`src/rtl/cip_pkg.sv`:
```
package cip_pkg;

    // Register kinds carried in the upper address bits
    typedef enum logic [2:0] {
        KIND_PEND_RD  = 3'd0,
        KIND_PEND_CLR = 3'd1,
        KIND_EN_SET   = 3'd2,
        KIND_EN_CLR   = 3'd3,
        KIND_EVAL     = 3'd4
    } reg_kind_e;

endpackage

```
`src/rtl/cip_bank.sv`:
```
module cip_bank
    import cip_pkg::*;
#(
    parameter int NUM_CH  = 64,
    parameter int WORD_W  = 32,
    parameter int CODE_W  = 6,
    parameter int NWORDS  = 2,
    parameter int WIDX_W  = 1,
    localparam int PAD_W  = NWORDS * WORD_W
) (
    input  logic              clk,
    input  logic              rst_n,
    input  logic              done_valid_i,
    input  logic [CODE_W-1:0] done_code_i,
    input  logic              wr_en_i,
    input  reg_kind_e         wr_kind_i,
    input  logic [WIDX_W-1:0] wr_word_i,
    input  logic [WORD_W-1:0] wr_data_i,
    output logic [PAD_W-1:0]  pend_o,
    output logic [PAD_W-1:0]  en_o
);

    typedef struct packed {
        logic [PAD_W-1:0] pend;
        logic [PAD_W-1:0] en;
    } bank_t;

    bank_t st_d, st_q;

    always_comb begin
        st_d = st_q;
        for (int w = 0; w < NWORDS; w++) begin
            if (wr_en_i && (int'(wr_word_i) == w)) begin
                case (wr_kind_i)
                    KIND_PEND_CLR: st_d.pend[w*WORD_W +: WORD_W] = st_q.pend[w*WORD_W +: WORD_W] & ~wr_data_i;
                    KIND_EN_SET:   st_d.en[w*WORD_W +: WORD_W]   = st_q.en[w*WORD_W +: WORD_W] | wr_data_i;
                    KIND_EN_CLR:   st_d.en[w*WORD_W +: WORD_W]   = st_q.en[w*WORD_W +: WORD_W] & ~wr_data_i;
                    default: ;
                endcase
            end
        end
        // a completion in the same cycle as a clear keeps its bit set
        if (done_valid_i && (int'(done_code_i) < NUM_CH)) begin
            st_d.pend[done_code_i] = 1'b1;
        end
        // padding channels beyond NUM_CH never hold state
        for (int b = NUM_CH; b < PAD_W; b++) begin
            st_d.pend[b] = 1'b0;
            st_d.en[b]   = 1'b0;
        end
    end

    always_ff @(posedge clk) begin
        if (!rst_n) begin
            st_q <= '0;
        end else begin
            st_q <= st_d;
        end
    end

    assign pend_o = st_q.pend;
    assign en_o   = st_q.en;

    // a completion always leaves its bit set
    assert_done_sets_R2: assert property (@(posedge clk) disable iff (!rst_n)
        (done_valid_i && (int'(done_code_i) < NUM_CH)) |=> pend_o[$past(done_code_i)]);

    // cleared bits are gone when no completion competes
    assert_clear_drops_R3: assert property (@(posedge clk) disable iff (!rst_n)
        (wr_en_i && wr_kind_i == KIND_PEND_CLR && !done_valid_i) |=>
        (((pend_o >> (int'($past(wr_word_i)) * WORD_W)) & PAD_W'($past(wr_data_i))) == '0));

    // enable set makes the written ones visible
    assert_en_set_R5: assert property (@(posedge clk) disable iff (!rst_n)
        (wr_en_i && wr_kind_i == KIND_EN_SET) |=>
        (((en_o >> (int'($past(wr_word_i)) * WORD_W)) & PAD_W'($past(wr_data_i)))
          == (PAD_W'($past(wr_data_i)) & (PAD_W'({NUM_CH{1'b1}}) >> (int'($past(wr_word_i)) * WORD_W)))));

endmodule

```
`src/rtl/cip_irq.sv`:
```
module cip_irq #(
    parameter int PAD_W = 64
) (
    input  logic             clk,
    input  logic             rst_n,
    input  logic [PAD_W-1:0] pend_i,
    input  logic [PAD_W-1:0] en_i,
    input  logic             eval_i,
    output logic             irq_o
);

    typedef struct packed {
        logic any_prev;
        logic irq;
    } irq_t;

    irq_t st_d, st_q;
    logic any_now;

    always_comb begin
        any_now     = |(pend_i & en_i);
        st_d        = st_q;
        st_d.any_prev = any_now;
        st_d.irq    = (any_now && !st_q.any_prev) || (eval_i && any_now);
    end

    always_ff @(posedge clk) begin
        if (!rst_n) begin
            st_q <= '0;
        end else begin
            st_q <= st_d;
        end
    end

    assign irq_o = st_q.irq;

    // a rise of the enabled OR gives a pulse next cycle
    assert_rise_pulse_R7: assert property (@(posedge clk) disable iff (!rst_n)
        (any_now && !st_q.any_prev) |=> irq_o);

    // evaluate with work outstanding gives a pulse
    assert_eval_pulse_R8: assert property (@(posedge clk) disable iff (!rst_n)
        (eval_i && any_now) |=> irq_o);

    // with the OR steady and no evaluate, the line stays low
    assert_steady_quiet_R10: assert property (@(posedge clk) disable iff (!rst_n)
        (!eval_i && any_now && st_q.any_prev) |=> !irq_o);

    // nothing enabled and pending means no pulse
    assert_idle_quiet_R6: assert property (@(posedge clk) disable iff (!rst_n)
        (!any_now) |=> !irq_o);

endmodule

```
`src/rtl/cip_ctrl.sv`:
```
module cip_ctrl
    import cip_pkg::*;
#(
    parameter int NUM_CH = 64,
    parameter int WORD_W = 32,
    localparam int NWORDS = (NUM_CH + WORD_W - 1) / WORD_W,
    localparam int WIDX_W = (NWORDS > 1) ? $clog2(NWORDS) : 1,
    localparam int CODE_W = (NUM_CH > 1) ? $clog2(NUM_CH) : 1,
    localparam int ADDR_W = 3 + WIDX_W,
    localparam int PAD_W  = NWORDS * WORD_W
) (
    input  logic              clk,
    input  logic              rst_n,
    input  logic              done_valid_i,
    input  logic [CODE_W-1:0] done_code_i,
    input  logic              wr_en_i,
    input  logic [ADDR_W-1:0] wr_addr_i,
    input  logic [WORD_W-1:0] wr_data_i,
    input  logic [ADDR_W-1:0] rd_addr_i,
    output logic [WORD_W-1:0] rd_data_o,
    output logic              irq_o
);

    reg_kind_e         wr_kind, rd_kind;
    logic [WIDX_W-1:0] wr_word, rd_word;
    logic [PAD_W-1:0]  pend, en;
    logic              eval_hit;

    assign wr_kind  = reg_kind_e'(wr_addr_i[ADDR_W-1 -: 3]);
    assign wr_word  = wr_addr_i[WIDX_W-1:0];
    assign rd_kind  = reg_kind_e'(rd_addr_i[ADDR_W-1 -: 3]);
    assign rd_word  = rd_addr_i[WIDX_W-1:0];
    assign eval_hit = wr_en_i && (wr_kind == KIND_EVAL) && wr_data_i[0];

    cip_bank #(
        .NUM_CH (NUM_CH),
        .WORD_W (WORD_W),
        .CODE_W (CODE_W),
        .NWORDS (NWORDS),
        .WIDX_W (WIDX_W)
    ) u_bank (
        .clk          (clk),
        .rst_n        (rst_n),
        .done_valid_i (done_valid_i),
        .done_code_i  (done_code_i),
        .wr_en_i      (wr_en_i),
        .wr_kind_i    (wr_kind),
        .wr_word_i    (wr_word),
        .wr_data_i    (wr_data_i),
        .pend_o       (pend),
        .en_o         (en)
    );

    cip_irq #(
        .PAD_W (PAD_W)
    ) u_irq (
        .clk    (clk),
        .rst_n  (rst_n),
        .pend_i (pend),
        .en_i   (en),
        .eval_i (eval_hit),
        .irq_o  (irq_o)
    );

    always_comb begin
        rd_data_o = '0;
        for (int w = 0; w < NWORDS; w++) begin
            if (int'(rd_word) == w) begin
                case (rd_kind)
                    KIND_PEND_RD, KIND_PEND_CLR: rd_data_o = pend[w*WORD_W +: WORD_W];
                    KIND_EN_SET, KIND_EN_CLR:    rd_data_o = en[w*WORD_W +: WORD_W];
                    default:                     rd_data_o = '0;
                endcase
            end
        end
    end

    // a write to a pending read address leaves pending untouched
    assert_pend_ro_R9: assert property (@(posedge clk) disable iff (!rst_n)
        (wr_en_i && wr_kind == KIND_PEND_RD && !done_valid_i) |=> (pend == $past(pend)));

endmodule

```
`config.mk`:
```
export PLATFORM = sky130hd
export DESIGN_NAME = cip_ctrl
export DESIGN_NICKNAME = d
export VERILOG_FILES = /design/src/rtl/cip_pkg.sv /design/src/rtl/cip_bank.sv /design/src/rtl/cip_irq.sv /design/src/rtl/cip_ctrl.sv
export SDC_FILE = /design/constraint.sdc
export NUM_CORES = 1
export LEC_CHECK = 0
export CAP_MARGIN = 25
export CORE_UTILIZATION = 69
export DETAILED_ROUTE_END_ITERATION = 6
export DONT_BUFFER_PORTS = 1
export GPL_ROUTABILITY_DRIVEN = 0
export HOLD_SLACK_MARGIN = 0.15
export PLACE_DENSITY = 0.87
export SLEW_MARGIN = 20
export SYNTH_ARGS = -nofsm -noshare
export SYNTH_HDL_FRONTEND = slang
export SYNTH_SLANG_ARGS = --single-unit
```
`constraint.sdc`:
```
create_clock -name clk -period 3.7 [get_ports clk]
set_clock_uncertainty 0.2 [all_clocks]
set_input_delay 0.74 -clock clk [delete_from_list [all_inputs] [get_ports clk]]
set_output_delay 0.74 -clock clk [all_outputs]
set_load 0.02 [all_outputs]
```
# --- Word-level counts from Yosys, hierarchy flattened ---
# Index checks and enable logic that the tools add are counted.
classes:
  n_addsub: 0
  multipliers: 0
  div: 0
  magnitude_cmp: 2
  n_eq_ne: 7
  shifts: 0
  n_mux: 12
  bitwise_logic: 10
  n_reduce_logical: 16
op_table:
  columns: ["op", "n"]
  rows:
  - ["$pmux 32 s2", 4]
  - ["$mux 32", 5]
  - ["$and 32x32->32", 4]
  - ["$and 64x64->64", 1]
  - ["$mux 64", 1]
  - ["$or 32x32->32", 2]
  - ["$or 64x64->64", 1]
  - ["$reduce_or 64->1", 1]
  - ["$not 32->32", 1]
  - ["$eq 3x2->1 const B", 4]
  - ["$logic_and 1x1->1", 7]
  - ["$lt 6x7->1 const B", 1]
  - ["$demux 1 s6", 1]
  - ["$eq 3x1->1 const B", 2]
  - ["$ge 6x1->1 const B", 1]
  - ["$reduce_and 2->1", 2]
  - ["$reduce_or 2->1", 2]
  - ["$eq 3x3->1 const B", 1]
  - ["$logic_not 3->1", 1]
  - ["$reduce_bool 2->1", 1]
  - ["$logic_not 1->1", 1]
  - ["$logic_or 1x1->1", 1]
  - ["$mux 1", 1]
  - ["$not 1->1", 1]
word_totals:
  register_bits: 130
  latchBits: 0
  ram_bits: 0
  mem_bits_ro: 0
  word_cells: 52
  memories: 0

# --- Logic depth before layout (Yosys ltp) ---
# Gate-level depths: netlist of the first run.
depth:
  ltp_word: 6
  mapped_depth: 6
  depth_no_buf: 5

# --- Cells and area by module ---
# A second synthesis of the first run with hierarchy kept.
hier_totals:
  cells_unflattened: 720
  hier_area_um2: 6817.8
by_module_without_submodules:
  columns: ["module", "instances", "cells_each", "area_per_inst_um2", "seq_area_each_um2"]
  rows:
  - ["cip_bank", 1, 564, 5357.6, 2562.5]
  - ["cip_ctrl", 1, 114, 1038.5, 0.0]
  - ["cip_irq", 1, 42, 421.7, 40.0]

# --- Worst setup path after synthesis of the first run ---
# No wires, ideal clock.
synth_path:
  kind: "input-to-output"
  from: "input port rd_addr_i[0]"
  to: "output port rd_data_o[27]"
  arrival_time_ns: 2.012
  required_ns: 2.760
  slack_ns: 0.748
  path_stages: 4
  path_cell_list: "clkbuf_1 -> buf_2 -> mux4_1 -> nor2b_1"
synth_between:
  elab_chain_cells: 1
synth_lines:
  columns: ["element", "line_no", "text"]
  rows:
  - ["from (decl)", "cip_ctrl.sv:19", "input logic [ADDR_W-1:0] rd_addr_i,"]
  - ["$mux 32", "cip_ctrl.sv:68", "if (int'(rd_word) == w) begin"]
  - ["to (decl)", "cip_ctrl.sv:20", "output logic [WORD_W-1:0] rd_data_o,"]
# No other way between the ends.

==> results of run 1 <==
[cell type report]
type / count / area, sq um
clock buffer: 18 / 428
multi-input combinational: 656 / 3730
fill: 613 / 2070
inverter: 1 / 3.75
tap: 111 / 139
timing repair buffer: 9 / 92.6
clock inverter: 14 / 133
sequential: 130 / 2600
[critical path, cell delays in order (launching register included)]
cell and delay, ps:
dfxtp_1 460, mux4_2 290, nor2b_1 360
[power groups by stage]
stage	combinational (mW)	sequential (mW)	clock [mW]
after floorplan	0.153	1.46	0
after global placement	0.139	1.47	0
after detailed placement	0.144	1.47	0
after CTS	0.166	1.44	1.57
after global routing	0.183	1.44	1.64
final	0.171	1.44	1.58
[synthesized netlist by cell type, drive strengths merged]
library cell	number
nand2	202
nor2	133
dfxtp	130
a21oi	127
nor2b	99
clkbuf	35
mux4	32
buf	15
a221oi	12
a22o	12
a22oi	8
nand4	6
nand3	5
nand2b	4
nand3b	3
nor3	3
or3b	3
and3	2
or3	2
a32oi	1
and2	1
inv	1
or4	1
[repair_timing]
item / 4_1_cts / 5_1_grt
setup buffers: 0 / 0
resized for setup: 0 / 0
hold buffers: 3 / 0
endpoints found under the hold margin: 85 / 0
[layer usage]
| layer | vias up | GRT usage | routed length, microns |
|---|---|---|---|
| li1 | 2785 | - | - |
| met1 | 2901 | 0.531 | 7290 |
| met2 | 559 | 0.685 | 9310 |
| met3 | 146 | 0.142 | 3050 |
| met4 | 2 | 0.331 | 1540 |
| met5 | - | 0 | 27 |
[final timing paths]
kind	to	slack, ps	depth (start not counted)
worst min register to register	u_irq.irq_o$_SDFF_PN0_	300	2
worst max register to register	u_irq.irq_o$_SDFF_PN0_	1490	5
worst max-delay path	rd_data_o[29]	1110	2
worst min-delay path	flop	150	3
[logic make-up after synthesis]
kind of cell,count (synthesis)
simple gates,464
compound gates,160
flops,130
buf+inv,51
mux,32
==> summary.txt, run 1 <==
io pins -> 83
share of cells above drive strength 1 -> 0.0954
gr usage total -> 0.447
synthesized area -> 0.00652 sq mm
power share of the clock group -> 0.496
final setup violation count -> 0
Internal -> 2.41 mW
FF-to-FF Start -> u_bank.pend_o[27]$_SDFF_PN0_
Sw Pwr -> 786 uW
Crit Path Max Fanout -> 3
Nets -> 865
final hold violations -> 0
Placement Cell Area -> 0.00652 sq mm
first-pass GRT wire length -> 32800 microns
Setup crit end kind -> primary output
register area share after synthesis -> 0.399
post-synthesis mux area share -> 0.111
post-synthesis adder-cell area fraction -> 0
combinational power share -> 0.054
# H-tree levels -> 4
Worst Hold Class -> in -> reg
element type at the critical path start -> flop
Post-Synthesis Cells -> 837
Power Total -> 3.20 mW
hold_sp -> wr_data_i[28]
dpl ws -> 1240 ps
Clock Latency Late Sink -> 540 ps
Reg clk slew, reported paths -> 60 ps
fin. max-slew vios -> 0
core footprint -> 0.00920 sq mm
top cell type's share of synthesized area -> 0.399
Root Buffer -> clkbuf_8
Reg power frac -> 0.451
post-synth net total -> 887
RSZ-0062 raised after global routing -> false
# DRC -> 7
critical path arrival -> 1650 ps
biggest area consumer among synthesized cells -> dfxtp_1
status -> finished, violations left
most frequent cells in the layout -> nand2_1 (202), dfxtp_1 (130), nor2_1 (129)
number of cells in the finished layout apart from fillers -> 939
routed via count -> 6393
gr ovfl total -> 0
die height -> 99.2 microns
final core occ -> 0.775
Final WS setup -> 1110 ps
failing checks -> design-rule violations
largest family of logic cells by synthesized area -> simple AND/OR/NAND/NOR gates
Max-Slew Margin vs Limit -> 0.460
Antenna Cells -> 0
Sw Share -> 0.246
Compound-Gate Fraction of Synth Area -> 0.141
Fin Hold WS -> 155 ps
#FFs+latches synth -> 130
CTS Buf Count -> 17
XOR/XNOR share of the synthesized area -> 0
Antenna Violating Nets Remaining -> 0
DRT Pass-1 Iters -> 7
port bufs -> 0
VDD IR max -> 0.341 mV
Final Cycle Share -> 0.700
clock buffer depth -> 2
setup TNS -> 0 ps
Worst EP required -> 2760 ps
area delta synth->final -> 9.41%
antenna violations before repair -> 0
min Tclk post-route -> 2590 ps
WS Path Type -> reg -> out
most common cell after layout, fill and taps aside -> nand2_1
Total Wirelength -> 21200 microns
largest net degree at the start of global routing -> 86
WL per Instance -> 22.6 microns
row count -> 35
pwr/cell area -> 448 mW/mm^2
MaxCap Viol Count -> 0
HPWL after detailed placement -> 12900 microns
Design Area, Final -> 0.00713 sq mm
vias in the first global route -> 6315
drt initial violations -> 901
Initial Utilization -> 0.709
count of cell types in the netlist -> 27
Leak -> 2.46 nW
Synth Area in Simple Gates -> 0.317
CTS tree -> yes
Avg Synthesized Cell Area -> 7.79 sq um
Avg Vias per Cell -> 6.81
Sink Count -> 130
Tightest Pin Transition -> 808 ps
die area -> 0.00984 sq mm
Synthesis Warnings -> 0
Highest Clock Rate -> 0.386 GHz
top cells by area, synth -> dfxtp_1 (40%), nand2_1 (12%), mux4_2 (11%)
chip width -> 99.2 microns
number of instances in the placed design -> 904
No activity file was read; power rests on OpenSTA's default activity.
==> inputs of run 2 (changes only) <==
CORE_UTILIZATION = 58   (was 69)
PLACE_DENSITY = 0.78   (was 0.87)
clock period = 2.3 ns   (was 3.7 ns; I/O delays follow)
==> run 2 against run 1 <==
- the run ends with design-rule violations, negative setup slack left
- wire length grew 17%
- combinational power grew to 2.6 times the previous value
- non-clock buffer count grew 89
- sequential share of layout area shrank 4.8 points
- critical path type unchanged
- largest cell class unchanged
==> summary.txt, run 2 (synthesized netlist as in run 1, its figures left out) <==
final setup violation count -> 2
crit path cell chain -> mux4_2, nor2b_1
setup TNS -> -94.6 ps
Clock Latency Late Sink -> 540 ps
Worst Hold Class -> in -> reg
drt initial violations -> 1125
largest net degree at the start of global routing -> 53
# DRC -> 3
WS Path Type -> reg -> out
DRT Pass-1 Iters -> 7
fin. max-slew vios -> 0
Highest Clock Rate -> 0.420 GHz
# H-tree levels -> 4
routed via count -> 6985
Leak -> 2.95 nW
gr usage total -> 0.420
element type at the critical path start -> flop
core footprint -> 0.0109 sq mm
area delta synth->final -> 25.9%
HPWL after detailed placement -> 13100 microns
Antenna Violating Nets Remaining -> 0
Sink Count -> 130
CTS tree -> yes
Reg power frac -> 0.423
WL per Instance -> 23.5 microns
Worst EP required -> 1640 ps
most common cell after layout, fill and taps aside -> nand2_1
port bufs -> 0
row count -> 38
Nets -> 954
Reg clk slew, reported paths -> 60 ps
die height -> 108 microns
pwr/cell area -> 670 mW/mm^2
Setup crit end kind -> primary output
Root Buffer -> clkbuf_8
dpl ws -> 24.4 ps
Sw Share -> 0.233
Internal -> 4.22 mW
Final WS setup -> -82.7 ps
Tightest Pin Transition -> 604 ps
Fin Hold WS -> 188 ps
gr ovfl total -> 0
failing checks -> design-rule violations, negative setup slack
final hold violations -> 0
Layout fillers -> 726
most frequent cells in the layout -> nand2_1 (202), dfxtp_1 (130), nor2_1 (129)
power share of the clock group -> 0.496
Avg Vias per Cell -> 6.61
clock buffer depth -> 2
antenna violations before repair -> 0
VDD IR max -> 0.914 mV
Sw Pwr -> 1.28 mW
first-pass GRT wire length -> 35800 microns
die area -> 0.0117 sq mm
Initial Utilization -> 0.598
vias in the first global route -> 6683
Antenna Cells -> 0
CP peak stage delay -> 420 ps
MaxCap Viol Count -> 0
share of cells above drive strength 1 -> 0.111
min Tclk post-route -> 2380 ps
Crit Path Max Fanout -> 3
io pins -> 83
Total Wirelength -> 24900 microns
status -> finished, violations left
combinational power share -> 0.081
Max-Slew Margin vs Limit -> 0.596
CP max stage cell -> dfxtp_1
chip width -> 108 microns
Final Cycle Share -> 1.04
CTS Buf Count -> 17
critical path arrival -> 1720 ps
## run 2: cell count changes in the layout (fill, tap and decap cells not counted), moves of 3 or more
| cell | previous run | this run |
|---|---|---|
| buf_4 | 6 | 12 |
| inv_6 | 3 | 0 |
| buf_12 | 0 | 6 |
| dlygate4sd3_1 | 2 | 75 |
| nor2b_1 | 99 | 95 |
| clkinv_4 | 5 | 0 |
| nor2b_2 | 0 | 3 |
| clkinv_2 | 2 | 6 |
## run 2: metrics by stage
step,power [mW],utilization,area [sq um],cells
after CTS,5.44,0.740,8060,1044
after floorplan,2.60,-,6520,837
after global routing,5.59,0.753,8200,1056
after global placement,2.59,0.609,6630,934
final,5.49,0.753,8200,1056
after detailed placement,2.60,0.609,6630,934
## run 2: worst paths after layout
check / endpoint / from / cells past startpoint / slack, ps
worst min-delay path: u_bank.pend_o[57]$_SDFF_PN0_ / done_code_i[1] / 5 / 190
worst max-delay path: rd_data_o[30] / u_bank.pend_o[62]$_SDFF_PN0_ / 2 / -80
worst min register to register: u_irq.irq_o$_SDFF_PN0_ / u_irq.st_q[1]$_SDFF_PN0_ / 2 / 310
worst max register to register: u_irq.irq_o$_SDFF_PN0_ / u_bank.pend_o[53]$_SDFF_PN0_ / 6 / 40
## run 2: power groups by stage
stage | Clock (mW) | Combinational, mW | Sequential (mW)
floorplan | 0 | 0.246 | 2.35
global placement | 0 | 0.230 | 2.36
detailed placement | 0 | 0.237 | 2.36
CTS | 2.71 | 0.415 | 2.32
global route | 2.80 | 0.470 | 2.32
finish | 2.72 | 0.448 | 2.32
## run 2: worst max-delay path, delay by kind of cell (launching register included)
kind,cells,cell delay [ps]
flip-flops,1,420
multiplexers,1,370
AND/OR/NAND/NOR,1,380
## run 2: what timing repair did
| action | CTS | global route |
|---|---|---|
| resized for setup | 2 | 11 |
| hold buffers | 79 | 0 |
| hold endpoints to repair | 130 | 0 |
| setup endpoints to repair | 1 | 19 |
| buffers inserted | 0 | 10 |
| pin swaps | 0 | 2 |
| gates cloned | 0 | 2 |
## run 2: layout make-up
type                    count  area, sq um  area share
multi-input cells         656         3770       0.460
well taps                 140          175      0.0214
clock inverters            11          135      0.0165
clock buffers              20          455      0.0555
flip-flops and latches    130         2600       0.317
inverters                   1         3.75    0.000458
repair buffers             98         1060       0.129
## run 2: per-layer routing
layer	GRT usage	routed length [microns]	up-vias
li1	-	-	2973
met1	0.485	8550	3238
met2	0.654	11100	611
met3	0.168	3590	163
met4	0.250	1660	0
met5	0	0	-
==> inputs of run 3 (changes only) <==
ABC_AREA = 0   (was not set)
CORE_MARGIN = 2   (was not set)
CORE_UTILIZATION = 55   (was 58)
PLACE_DENSITY = 0.75   (was 0.78)
==> run 3 against run 2 <==
- the flow finishes with violations (negative setup slack)
- register-to-register slack got worse by 60 ps
- hold slack worse by 31 ps
- first-iteration DRC count fell by 36%
- critical path type is now reg -> reg
==> summary.txt, run 3 (synthesized netlist as in run 1, its figures left out) <==
DRT Pass-1 Iters -> 6
Total Wirelength -> 22300 microns
io pins -> 83
fin. max-slew vios -> 0
CTS tree -> yes
Nets -> 921
die area -> 0.0127 sq mm
final setup violation count -> 2
final hold violations -> 0
Antenna Cells -> 0
HPWL after detailed placement -> 13300 microns
Antenna Violating Nets Remaining -> 0
Leak -> 2.76 nW
# H-tree levels -> 4
WS Path Type -> reg -> reg
Fin Hold WS -> 156 ps
gr usage total -> 0.356
Crit Path Max Fanout -> 3
share of cells above drive strength 1 -> 0.0883
Max-Slew Margin vs Limit -> 0.575
Internal -> 4.50 mW
Tightest Pin Transition -> 636 ps
pwr/cell area -> 728 mW/mm^2
CTS Buf Count -> 17
drt initial violations -> 725
clock buffer depth -> 2
Final Cycle Share -> 1.01
most frequent cells in the layout -> nand2_1 (202), dfxtp_1 (130), nor2_1 (129)
Sw Share -> 0.215
final core occ -> 0.687
largest net degree at the start of global routing -> 110
Hold Buf Count CTS -> 58
critical path arrival -> 2430 ps
Clock Latency Late Sink -> 420 ps
Root Buffer -> clkbuf_16
Final WS setup -> -15.8 ps
row count -> 39
Sw Pwr -> 1.23 mW
Post-CTS Setup Inserts -> 0
Reg power frac -> 0.404
area delta synth->final -> 20.9%
Highest Clock Rate -> 0.432 GHz
failing checks -> negative setup slack
RSZ-0062 raised after global routing -> false
power share of the clock group -> 0.527
routed via count -> 6391
core footprint -> 0.0115 sq mm
first-pass GRT wire length -> 34600 microns
number of cells in the finished layout apart from fillers -> 1026
Power Total -> 5.73 mW
Placement Cell Area -> 0.00662 sq mm
MaxCap Viol Count -> 0
Design Area, Final -> 0.00788 sq mm
setup TNS -> -26.5 ps
combinational power share -> 0.068
Worst Hold Class -> in -> reg
status -> finished, violations left
dpl ws -> 96.2 ps
antenna violations before repair -> 0
port bufs -> 0
Initial Utilization -> 0.568
Reg clk slew, reported paths -> 60 ps
element type at the critical path start -> flop
gr ovfl total -> 0
Avg Vias per Cell -> 6.23
Sink Count -> 130
most common cell after layout, fill and taps aside -> nand2_1
vias in the first global route -> 6384
Setup crit end kind -> flop
number of instances in the placed design -> 937
WL per Instance -> 21.7 microns
chip width -> 113 microns
Worst EP required -> 2410 ps
CTS resizes -> 0
VDD IR max -> 0.710 mV
min Tclk post-route -> 2320 ps
# DRC -> 0
die height -> 113 microns
==> run 3: cell types whose count changed in the layout (fill, tap and decap cells not counted), sizes merged <==
cell	delta
dlygate4sd3	-18
buf	-13
clkinv	-3
bufinv	+2
clkinvlp	-1
==> run 3: per-layer routing <==
layer	wire, microns	track usage
met5	0	0
met4	887	0.160
met3	2820	0.118
met2	10400	0.568
met1	8130	0.440
==> run 3: worst max-delay path, stage by stage, from the launching register on <==
cell and delay, ps:
dfxtp_1 320, a22oi_1 300, nand4_1 190, or3_1 350, or4_1 630, and2_1 210
==> run 3: final timing paths <==
| path | startpoint | to | slack [ps] | cells past startpoint |
|---|---|---|---|---|
| max reg2reg | u_bank.pend_o[39]$_SDFF_PN0_ | u_irq.st_q[1]$_SDFF_PN0_ | -20 | 5 |
| min reg2reg | flop | flop | 310 | 2 |
| max | u_bank.pend_o[39]$_SDFF_PN0_ | u_irq.st_q[1]$_SDFF_PN0_ | -20 | 5 |
| min | wr_addr_i[3] | u_irq.irq_o$_SDFF_PN0_ | 160 | 3 |
==> run 3: cell type report <==
| type | count | area [sq um] |
|---|---|---|
| Fill cell | 882 | 3590 |
| Tap cell | 143 | 179 |
| Clock inverter | 9 | 176 |
| Inverter | 1 | 3.75 |
| Sequential cell | 130 | 2600 |
| Multi-Input combinational cell | 656 | 3730 |
| Clock buffer | 22 | 484 |
| Timing Repair Buffer | 65 | 701 |
==> run 3: power groups by stage <==
stage | clock, mW | sequential, mW | combinational (mW)
floorplan | 0 | 2.35 | 0.246
global placement | 0 | 2.36 | 0.229
detailed placement | 0 | 2.36 | 0.236
CTS | 3.03 | 2.32 | 0.382
global route | 3.13 | 2.32 | 0.423
finish | 3.02 | 2.32 | 0.393
